<file path="config.mk">
export PLATFORM = sky130hd
export DESIGN_NAME = wl_train_top
export DESIGN_NICKNAME = d
export VERILOG_FILES = /design/src/rtl/wl_pkg.sv /design/src/rtl/wl_settle_timer.sv /design/src/rtl/wl_step_eval.sv /design/src/rtl/wl_delay_bank.sv /design/src/rtl/wl_train_top.sv
export SDC_FILE = /design/constraint.sdc
export NUM_CORES = 1
export LEC_CHECK = 0
export ABC_AREA = 1
export ABC_CLOCK_PERIOD_IN_PS = 4300
export CORE_ASPECT_RATIO = 0.8
export CORE_UTILIZATION = 55
export DETAILED_ROUTE_END_ITERATION = 10
export DONT_BUFFER_PORTS = 1
export HOLD_SLACK_MARGIN = 0.05
export PLACE_DENSITY_LB_ADDON = 0.08
export SLEW_MARGIN = 20
export SYNTH_ARGS = -nofsm -noshare
export SYNTH_HDL_FRONTEND = slang
export SYNTH_SLANG_ARGS = --single-unit
</file>
<file path="constraint.sdc">
create_clock -name clk -period 4.3 [get_ports clk]
set_input_delay 0.645 -clock clk [delete_from_list [all_inputs] [get_ports clk]]
set_output_delay 0.645 -clock clk [all_outputs]
set_load 0.01 [all_outputs]
</file>
<file path="src/rtl/wl_pkg.sv">
// Package: shared types of the write-leveling training engine.
// Assumes: nothing beyond IEEE 1800-2017.
package wl_pkg;

    // Training sequencer states
    typedef enum logic [2:0] {
        ST_IDLE   = 3'd0,
        ST_ENTER  = 3'd1,
        ST_SETTLE = 3'd2,
        ST_PULSE  = 3'd3,
        ST_WAIT   = 3'd4,
        ST_EXIT   = 3'd5
    } wl_state_t;

endpackage

</file>
<file path="src/rtl/wl_settle_timer.sv">
// Module: down-counter that spaces each strobe burst from the preceding
// delay update. Assumes load and tick are never high together.
module wl_settle_timer #(
    parameter int W = 8
) (
    input  logic         clk,
    input  logic         rst_n,
    input  logic         load,
    input  logic [W-1:0] load_val,
    input  logic         tick,
    output logic         expired
);

    logic [W-1:0] cnt;

    // Load the wait length, then count down to zero
    always_ff @(posedge clk) begin
        if (!rst_n) begin
            cnt <= '0;
        end else if (load) begin
            cnt <= load_val;
        end else if (tick && (cnt != '0)) begin
            cnt <= cnt - 1'b1;
        end
    end

    assign expired = (cnt == '0);

endmodule

</file>
<file path="src/rtl/wl_step_eval.sv">
// Module: judges one feedback sample of the active lane.
// Assumes: prev_bit is meaningful only when have_prev is set.
module wl_step_eval #(
    parameter int TAP_W = 6
) (
    input  logic             fb_bit,
    input  logic             prev_bit,
    input  logic             have_prev,
    input  logic [TAP_W-1:0] tap,
    output logic             lock,
    output logic             fail
);

    localparam logic [TAP_W-1:0] TAP_TOP = {TAP_W{1'b1}};

    // A rising feedback between two consecutive samples locks the lane;
    // otherwise the top tap ends the sweep as a failure
    always_comb begin
        lock = have_prev && !prev_bit && fb_bit;
        fail = !lock && (tap == TAP_TOP);
    end

endmodule

</file>
<file path="src/rtl/wl_delay_bank.sv">
// Module: per-lane delay and failure storage, one register set per lane.
// Assumes: wr_lane < LANES; clr has priority over writes.
module wl_delay_bank #(
    parameter int LANES  = 8,
    parameter int TAP_W  = 6,
    parameter int LANE_W = 3
) (
    input  logic                    clk,
    input  logic                    rst_n,
    input  logic                    clr,
    input  logic                    wr_en,
    input  logic [LANE_W-1:0]       wr_lane,
    input  logic [TAP_W-1:0]        wr_val,
    input  logic                    err_set,
    output logic [LANES*TAP_W-1:0]  delays,
    output logic [LANES-1:0]        errs
);

    for (genvar g = 0; g < LANES; g++) begin : g_lane
        logic [TAP_W-1:0] dly_q;
        logic             err_q;
        logic             hit;

        assign hit = (wr_lane == LANE_W'(g));

        // Hold this lane's delay and failure flag
        always_ff @(posedge clk) begin
            if (!rst_n || clr) begin
                dly_q <= '0;
                err_q <= 1'b0;
            end else begin
                if (wr_en && hit) begin
                    dly_q <= wr_val;
                end
                if (err_set && hit) begin
                    err_q <= 1'b1;
                end
            end
        end

        assign delays[g*TAP_W +: TAP_W] = dly_q;
        assign errs[g]                  = err_q;
    end

endmodule

</file>
<file path="src/rtl/wl_train_top.sv">
// Module: write-leveling training sequencer. It enters leveling mode by a
// mode-register write and sweeps each lane's strobe delay upward from zero,
// one burst per step, until the sampled clock rises from 0 to 1. It then
// leaves leveling mode and pulses done.
// Assumes: the feedback for a burst arrives as one fb_valid pulse after
// strobe_req; the mode-register agent acknowledges each held request once.
module wl_train_top #(
    parameter int LANES    = 8,
    parameter int TAP_W    = 6,
    parameter int SETTLE_W = 8,
    parameter int MRW_W    = 16,
    parameter int MR_IDX   = 1,
    parameter int LVL_BIT  = 7
) (
    input  logic                    clk,
    input  logic                    rst_n,
    input  logic                    start,
    input  logic [SETTLE_W-1:0]     settle_cycles,
    output logic                    mrw_req,
    output logic [3:0]              mrw_idx,
    output logic [MRW_W-1:0]        mrw_wdata,
    input  logic                    mrw_ack,
    output logic                    strobe_req,
    input  logic                    fb_valid,
    input  logic [LANES-1:0]        fb_bits,
    output logic [LANES*TAP_W-1:0]  lane_delay,
    output logic                    busy,
    output logic                    done,
    output logic [LANES-1:0]        lane_err
);

    import wl_pkg::*;

    localparam int               LANE_W   = (LANES > 1) ? $clog2(LANES) : 1;
    localparam logic [LANE_W-1:0] LANE_LAST = LANE_W'(LANES - 1);
    localparam logic [MRW_W-1:0]  MRW_ON    = MRW_W'(1) << LVL_BIT;

    wl_state_t             state;
    logic [LANE_W-1:0]     lane;
    logic [TAP_W-1:0]      tap;
    logic                  prev_bit;
    logic                  have_prev;
    logic [SETTLE_W-1:0]   settle_q;

    logic                  fb_bit;
    logic                  step_lock;
    logic                  step_fail;
    logic                  tmr_load;
    logic                  tmr_tick;
    logic                  tmr_expired;
    logic                  bank_clr;
    logic                  bank_wr;
    logic [TAP_W-1:0]      bank_val;
    logic                  bank_err;
    logic                  fb_take;

    assign fb_bit  = fb_bits[lane];
    assign fb_take = (state == ST_WAIT) && fb_valid;

    wl_step_eval #(.TAP_W(TAP_W)) u_eval (
        .fb_bit    (fb_bit),
        .prev_bit  (prev_bit),
        .have_prev (have_prev),
        .tap       (tap),
        .lock      (step_lock),
        .fail      (step_fail)
    );

    wl_settle_timer #(.W(SETTLE_W)) u_timer (
        .clk      (clk),
        .rst_n    (rst_n),
        .load     (tmr_load),
        .load_val (settle_q),
        .tick     (tmr_tick),
        .expired  (tmr_expired)
    );

    wl_delay_bank #(.LANES(LANES), .TAP_W(TAP_W), .LANE_W(LANE_W)) u_bank (
        .clk     (clk),
        .rst_n   (rst_n),
        .clr     (bank_clr),
        .wr_en   (bank_wr),
        .wr_lane (lane),
        .wr_val  (bank_val),
        .err_set (bank_err),
        .delays  (lane_delay),
        .errs    (lane_err)
    );

    // Derive timer and result-bank controls from the current step
    always_comb begin
        bank_clr = (state == ST_IDLE) && start;
        bank_wr  = 1'b0;
        bank_val = tap + 1'b1;
        bank_err = 1'b0;
        tmr_load = 1'b0;
        tmr_tick = (state == ST_SETTLE) && !tmr_expired;
        if ((state == ST_ENTER) && mrw_ack) begin
            tmr_load = 1'b1;
        end
        if (fb_take) begin
            if (step_lock || step_fail) begin
                bank_err = step_fail;
                tmr_load = (lane != LANE_LAST);
            end else begin
                bank_wr  = 1'b1;
                tmr_load = 1'b1;
            end
        end
    end

    // Sequence mode entry, per-lane sweeps and mode exit
    always_ff @(posedge clk) begin
        if (!rst_n) begin
            state     <= ST_IDLE;
            lane      <= '0;
            tap       <= '0;
            prev_bit  <= 1'b0;
            have_prev <= 1'b0;
            settle_q  <= '0;
            done      <= 1'b0;
        end else begin
            done <= 1'b0;
            unique case (state)
                ST_IDLE: begin
                    if (start) begin
                        settle_q <= settle_cycles;
                        state    <= ST_ENTER;
                    end
                end
                ST_ENTER: begin
                    if (mrw_ack) begin
                        lane      <= '0;
                        tap       <= '0;
                        have_prev <= 1'b0;
                        state     <= ST_SETTLE;
                    end
                end
                ST_SETTLE: begin
                    if (tmr_expired) begin
                        state <= ST_PULSE;
                    end
                end
                ST_PULSE: begin
                    state <= ST_WAIT;
                end
                ST_WAIT: begin
                    if (fb_valid) begin
                        if (step_lock || step_fail) begin
                            if (lane == LANE_LAST) begin
                                state <= ST_EXIT;
                            end else begin
                                lane      <= lane + 1'b1;
                                tap       <= '0;
                                have_prev <= 1'b0;
                                state     <= ST_SETTLE;
                            end
                        end else begin
                            tap       <= tap + 1'b1;
                            prev_bit  <= fb_bit;
                            have_prev <= 1'b1;
                            state     <= ST_SETTLE;
                        end
                    end
                end
                ST_EXIT: begin
                    if (mrw_ack) begin
                        done  <= 1'b1;
                        state <= ST_IDLE;
                    end
                end
                default: state <= ST_IDLE;
            endcase
        end
    end

    assign busy       = (state != ST_IDLE);
    assign strobe_req = (state == ST_PULSE);
    assign mrw_req    = (state == ST_ENTER) || (state == ST_EXIT);
    assign mrw_idx    = 4'(MR_IDX);
    assign mrw_wdata  = (state == ST_ENTER) ? MRW_ON : '0;

endmodule

</file>
Yosys cells after proc, flatten, opt, wreduce, memory -nomap -nowiden
Cells that the tools add are included.
{"block": "totals", "inputBits": 21, "ff_bits": 87, "out_inout_bits": 80}
{"block": "op_classes", "n_bitwise": 1, "n_mux": 35, "n_reduce_logical": 44, "magnitude_cmp": 1, "eq_ne": 22, "add_sub_neg": 3}
{"operator": "2-to-1 mux 3 bit", "n": 10}
{"operator": "logical AND 1 bit", "n": 24}
{"operator": "2-to-1 mux 6 bit", "n": 4}
{"operator": "2-to-1 mux 8 bit", "n": 3}
{"operator": "== test 3 bit (second input constant)", "n": 6}
{"operator": "case mux 3 bit (6 select lines)", "n": 1}
{"operator": "2-to-1 mux 1 bit", "n": 13}
{"operator": "== test 3 x 2 -> 1 bit (second input constant)", "n": 4}
{"operator": "inequality test 2 bit (second input constant)", "n": 6}
{"operator": "case mux 6 bit (2 select lines)", "n": 1}
{"operator": "AND reduction 5 bit", "n": 2}
{"operator": "zero test 8 bit", "n": 1}
{"operator": "nonzero test 8 bit", "n": 1}
{"operator": "subtractor 8 x 1 -> 8 bit (second input constant)", "n": 1}
{"operator": "adder 6 x 1 -> 6 bit (second input constant)", "n": 1}
{"operator": "== test 3 x 1 -> 1 bit (second input constant)", "n": 2}
{"operator": "== test 6 bit (second input constant)", "n": 1}
{"operator": "zero test 3 bit", "n": 2}
{"operator": "inequality test 3 bit (second input constant)", "n": 2}
{"operator": "case mux 3 bit (2 select lines)", "n": 1}
{"operator": "zero test 1 bit", "n": 4}
{"operator": "less-than comparator 3 x 4 -> 1 bit (second input constant)", "n": 1}
{"operator": "AND reduction 2 bit", "n": 2}
{"operator": "AND reduction 4 bit", "n": 1}
{"operator": "other kinds (9)", "n": 12}

Logic depth before layout (Yosys ltp)
{"block": "logic_depth", "ltp_word": 9, "depth_mapped": 13, "ltp_nobuf": 12}

By module
Synthesis repeated with hierarchy kept, for this count alone.
{"block": "unflattened", "cells_unflattened": 693, "area_unflattened_um2": 4545.6}
{"mod": "wl_delay_bank", "cells_each": 362, "area_each_um2": 2476.1, "seq_area_each_um2": 1121.1, "n_inst": 1}
{"mod": "wl_train_top", "cells_each": 215, "area_each_um2": 1417.6, "seq_area_each_um2": 460.4, "n_inst": 1}
{"mod": "wl_settle_timer", "cells_each": 104, "area_each_um2": 600.6, "seq_area_each_um2": 160.2, "n_inst": 1}
{"mod": "wl_step_eval", "cells_each": 12, "area_each_um2": 51.3, "seq_area_each_um2": 0.0, "n_inst": 1}

Worst setup path before layout
OpenSTA, ideal clock, no wires.
{"block": "synth_path", "kind": "reg-to-reg", "startpoint": "register lane[0]", "endpoint": "register u_timer.cnt[3]", "stages_incl_launch_ff": 12, "required_time_ps": 4168, "n_path_buf": 2, "setup_time_ps": 132, "arrival_ps": 1771, "setup_slack_ps": 2397, "period_less_slack_ps": 1903, "path_cell_list": "dfxtp_1 -> ha_1 -> ha_1 -> clkbuf_1 -> inv_1 -> nor2_1 -> nand2_4 -> nand2_4 -> buf_6 -> nand2_1 -> nand2_1 -> a21oi_1"}
{"block": "synth_via", "elab_chain_len": 9}
{"element": "from (decl)", "line": "wl_train_top.sv:39", "text": "logic [LANE_W-1:0] lane;"}
{"element": "from (signal assigned)", "line": "wl_train_top.sv:153", "text": "lane <= lane + 1'b1;"}
{"element": "binary-select mux 1 bit (select 3 bit)", "line": "wl_train_top.sv:57", "text": "assign fb_bit = fb_bits[lane];"}
{"element": "2-to-1 mux 1 bit (implied by the code)", "line": "wl_train_top.sv:57"}
{"element": "logical AND 1 bit", "line": "wl_step_eval.sv:19", "text": "lock = have_prev && !prev_bit && fb_bit;"}
{"element": "zero test 1 bit", "line": "wl_step_eval.sv:20", "text": "fail = !lock && (tap == TAP_TOP);"}
{"element": "logical AND 1 bit", "line": "wl_step_eval.sv:20"}
{"element": "logical OR 1 bit", "line": "wl_train_top.sv:102", "text": "if (step_lock || step_fail) begin"}
{"element": "2-to-1 mux 1 bit (*)", "line": "wl_train_top.sv:102"}
{"element": "2-to-1 mux 1 bit (*)", "line": "wl_train_top.sv:101", "text": "if (fb_take) begin"}
{"element": "2-to-1 mux 8 bit / nonzero test 2 bit (equally long branches)"}
{"element": "to (signal assigned)", "line": "wl_settle_timer.sv:21", "text": "cnt <= load_val;"}
{"element": "to (signal assigned)", "line": "wl_settle_timer.sv:23", "text": "cnt <= cnt - 1'b1;"}
{"element": "to (decl)", "line": "wl_settle_timer.sv:14", "text": "logic [W-1:0] cnt;"}
Every way passes the cells marked *; elsewhere a longest branch is shown, timed or not. The select of a mux whose other input is x is not followed.
A chain may end at the register's enable or synchronous reset.

Worst setup path in the final report
{"block": "layout_path", "startpoint": "register lane[2]", "endpoint": "register u_bank.g_lane[6].dly_q[2]"}
{"block": "layout_via", "elab_chain_len": 9}
{"element": "binary-select mux 1 bit (select 3 bit)", "line": "wl_train_top.sv:57"}
{"element": "2-to-1 mux 1 bit (implied by the code)", "line": "wl_train_top.sv:57"}
{"element": "logical AND 1 bit", "line": "wl_step_eval.sv:19"}
{"element": "zero test 1 bit", "line": "wl_step_eval.sv:20"}
{"element": "logical AND 1 bit", "line": "wl_step_eval.sv:20"}
{"element": "logical OR 1 bit", "line": "wl_train_top.sv:102"}
{"element": "2-to-1 mux 1 bit", "line": "wl_train_top.sv:102"}
{"element": "2-to-1 mux 1 bit", "line": "wl_train_top.sv:101"}
{"element": "logical AND 1 bit (*)", "line": "wl_delay_bank.sv:32", "text": "if (wr_en && hit) begin"}
{"element": "to (signal assigned)", "line": "wl_delay_bank.sv:33", "text": "dly_q <= wr_val;"}
{"element": "to (decl)", "line": "wl_delay_bank.sv:20", "text": "logic [TAP_W-1:0] dly_q;"}
Marked as above.

==> results.txt <==
- Dividing the detail-routed wire length by the instance count gives 15.0 um.
* Post-detailed-route via-to-cell ratio: 5.45
- For this run, design rule violations remaining after detail routing come to 0.
- The region available for standard cell placement spans 0.00739 sq mm.
- Vias in the first global route: 2,970
- Cell count after placement: 611
- In this run the count of I/O pins placed on the die edge is 101.
* Routability-driven placement congestion ratio: 0.850
- Of all flip-flops after synthesis, the portion carrying an async set or reset was 0%.
* Sum of routed wire length over all layers: 9410 um
* Highest fanout seen on the critical path: 63
- Setup crit end kind: flop
- The library cells used most frequently in the layout, excluding fill and tap cells, are sky130_fd_sc_hd__nand2_1 (106), sky130_fd_sc_hd__dfxtp_1 (86), sky130_fd_sc_hd__a21oi_1 (84), sky130_fd_sc_hd__nand3_1 (46), sky130_fd_sc_hd__inv_1 (40).
- Final clock period utilization by the worst path: 63.5%
- Entering global routing, the biggest net connects 64 pins.
- Dividing the synthesized area by the synthesized cell count gives 7.66 sq um.
- All-layer global routing usage: 24.2%
- In this run, post-CTS hold repair placed 0 buffers.
* Clock Skews: 0.00885 ns
* HPWL after detailed placement: 6360 um
- Data arrives at the worst endpoint at 2.92 ns.
- The worst-case IR drop observed on VDD is 0.296 mV.
- For the pin with the worst max-slew slack, the measured transition is 1.03 ns.
- Synthesis instantiated 31 different standard cells from the library.
- The die is 99.7 um wide.
* Count of flip-flops with a built-in enable after synthesis: 0
- Setup crit start kind: flop
* Post-CTS repair timing setup buffer count: 0
* Post-CTS sizing: 0
* Clk Latency, worst-skew pair: 0.35 ns
* Setup repair after global routing missed its margin: false
- The number of antenna diodes in the final layout is 0.
* Starting Density: 56.8%
- The worst hold path belongs to the class input pin to flop.
- The root buffer cell chosen for the clock tree is sky130_fd_sc_hd__clkbuf_8.
- Fill count: 700
* Setup CP Type: flop to flop
- Summing over every cut layer, the via total after detailed routing is 3,412.
- Total of flip-flops plus latches after synthesis: 87
- Fraction of layout cells with a size suffix above 1: 6.72%
- Post-Route Hold Slack: 0.407 ns
- Number of buffers on the longest clock path: 2
- Hold Violations, Final: 0
* Cell count after synthesis: 548
- Summing all non-filler instances in the final layout gives an area of 0.00419 sq mm.
- In this run, the number of DRC markers left after iteration 0 of detailed routing was 246.
- The total overflow left after global routing is 0.
* Pins Over Slew Limit: 0
- For met2 alone, demand over resource in global routing was 35.7%.
- Once detail routing completed, the nets flagged for antenna violations numbered 0.
* Int Power: 1450 uW
- Per report_power, the clock group accounts for 23.5% of the total.
- Data required time at the worst endpoint: 4.49 ns
- Number of setup violations in the final report: 0
- In this run the tool buffered the top-level ports with 0 buffer cells.
- CTS built an H-tree with a depth of 3.
- Util after Layout: 56.7%
- The most used flip-flop cell after synthesis is sky130_fd_sc_hd__dfxtp_1.
- Net switching fraction of the power: 40.7%
* Global-route wire length before repair: 15,000 um
- Final TNS setup: 0 ns
- In this run the tightest slew margin relative to its limit is 30.9%.
- For this design the total switching power over the nets is 993 uW.
- Sequential cells account for 41.0% of the total power.
* Most heavily used metal layer in global routing: met2
- The analysis attributes to cell leakage a power of 0.00151 uW.
- Based on the critical path, the design can be clocked at up to 366 MHz.
- Max-cap violations in this run came to 0.
- Sequential cells were found to cover 41.5% of the synthesized design area.
- TritonCTS built the clock tree.
- Share of power burned in combinational logic: 35.6%
- Number of nets in the layout: 547
* Most common cell after layout, fill and taps aside: sky130_fd_sc_hd__nand2_1
- Number of placement rows: 28
- Count of warnings emitted by yosys: 0
- For met1 alone, demand over resource in global routing was 34.1%.
* Outcome: finished, final reports clean
* Clock Pin Slew Worst Setup and Hold Paths: 0.08 ns
- After detailed placement, the total cell area comes to 0.00400 sq mm.
* Area of the die: 0.00799 sq mm
- Area overhead of the layout relative to synthesis: -0.0597%
- The number of antenna violations at the first check in global routing was 0.
* Total standard cell area after synthesis: 0.00420 sq mm
- The floorplan step set the die height to 80.1 um.
- Met3 track demand over resource: 7.83%
- Before antenna repair, the detailed router went through 5 iterations.
- In this run, CTS created clock tree buffers numbering 9.
- Minimum period implied by the final worst setup slack: 2.73 ns
- The clock net in this run drives a total of 87 sinks.
- Post-Layout Cell Count: 626
- For this design the ratio of total power to cell area is 582 mW/mm^2.
critical path: stages (launching register included):
cell	delay [ns]
sky130_fd_sc_hd__dfxtp_2	0.50
sky130_fd_sc_hd__inv_2	0.42
sky130_fd_sc_hd__nand3_2	0.17
sky130_fd_sc_hd__nand3_2	0.14
sky130_fd_sc_hd__nand2_4	0.08
sky130_fd_sc_hd__nor2_8	0.62
sky130_fd_sc_hd__nand3_1	0.36
sky130_fd_sc_hd__nand2_1	0.17
sky130_fd_sc_hd__a21oi_1	0.08
flip-flops by register name, indices dropped and copies added (netlist names):
signal	cells
done	1
u_timer.cnt	8
tap	6
u_bank.g_lane.dly_q	48
prev_bit	1
state	3
have_prev	1
settle_q	8
lane	3
u_bank.g_lane.err_q	8
cell type report:
cell class | instances | area, sq um | area share, %
multi-input cells | 373 | 1950 | 46.5
clock inverters | 4 | 55.1 | 1.31
well taps | 105 | 131 | 3.13
inverters | 46 | 173 | 4.12
flip-flops and latches | 87 | 1740 | 41.6
clock buffers | 11 | 141 | 3.37
through the flow:
step | setup WS, ns | power, uW
3_5_place_dp | 1.37 | 1870
5_1_grt | 1.30 | 2610
3_3_place_gp | 1.53 | 1850
6_report | 1.57 | 2440
4_1_cts | 1.31 | 2440
2_1_floorplan | 2.40 | 1770
cell usage after synthesis, drive strengths merged, types with 6 or more instances:
library cell	count	share of area [%]
a21oi	84	10
buf	40	7.8
clkbuf	19	1.7
dfxtp	87	42
ha	9	2.7
inv	42	3.8
nand2	112	11
nand3	52	7.5
nand4	37	5.5
nor2	23	2.4
o21ai	15	1.9
xor2	6	1.3
metal layers:
layer  vias to the layer above  share of wire [%]
met5                         -                  0
met1                      1563                 48
li1                       1714                  -
met2                       126                 43
met4                         0               0.74
met3                         9                7.6
power by group through the flow:
stage	logic, uW	registers, uW	clock network (uW)
2_1_floorplan	804	969	0
3_3_place_gp	836	1010	0
3_5_place_dp	856	1020	0
4_1_cts	860	998	585
5_1_grt	972	1020	621
6_report	868	999	572
kinds of logic after synthesis:
| family | count (synthesis) | share of synthesized area (%) |
|---|---|---|
| AO/OA/AOI/OAI | 99 | 11.9 |
| other | 2 | 0.179 |
| adder cells (fa/ha/maj) | 9 | 2.68 |
| buffers and inverters | 105 | 13.6 |
| flip-flops | 87 | 41.5 |
| AND/OR/NAND/NOR | 236 | 28.1 |
| XOR/XNOR | 10 | 2.09 |
worst paths after layout:
check / from / end / slack, ns / cells past startpoint
max: lane[2] / u_bank.g_lane[6].dly_q[2] / 1.57 / 8
min: rst_n / lane[1] / 0.41 / 2
max reg2reg: lane[2] / u_bank.g_lane[6].dly_q[2] / 1.57 / 8
min reg2reg: settle_q[3] / settle_q[3] / 0.46 / 2
No activity file was read; power rests on OpenSTA's default activity.
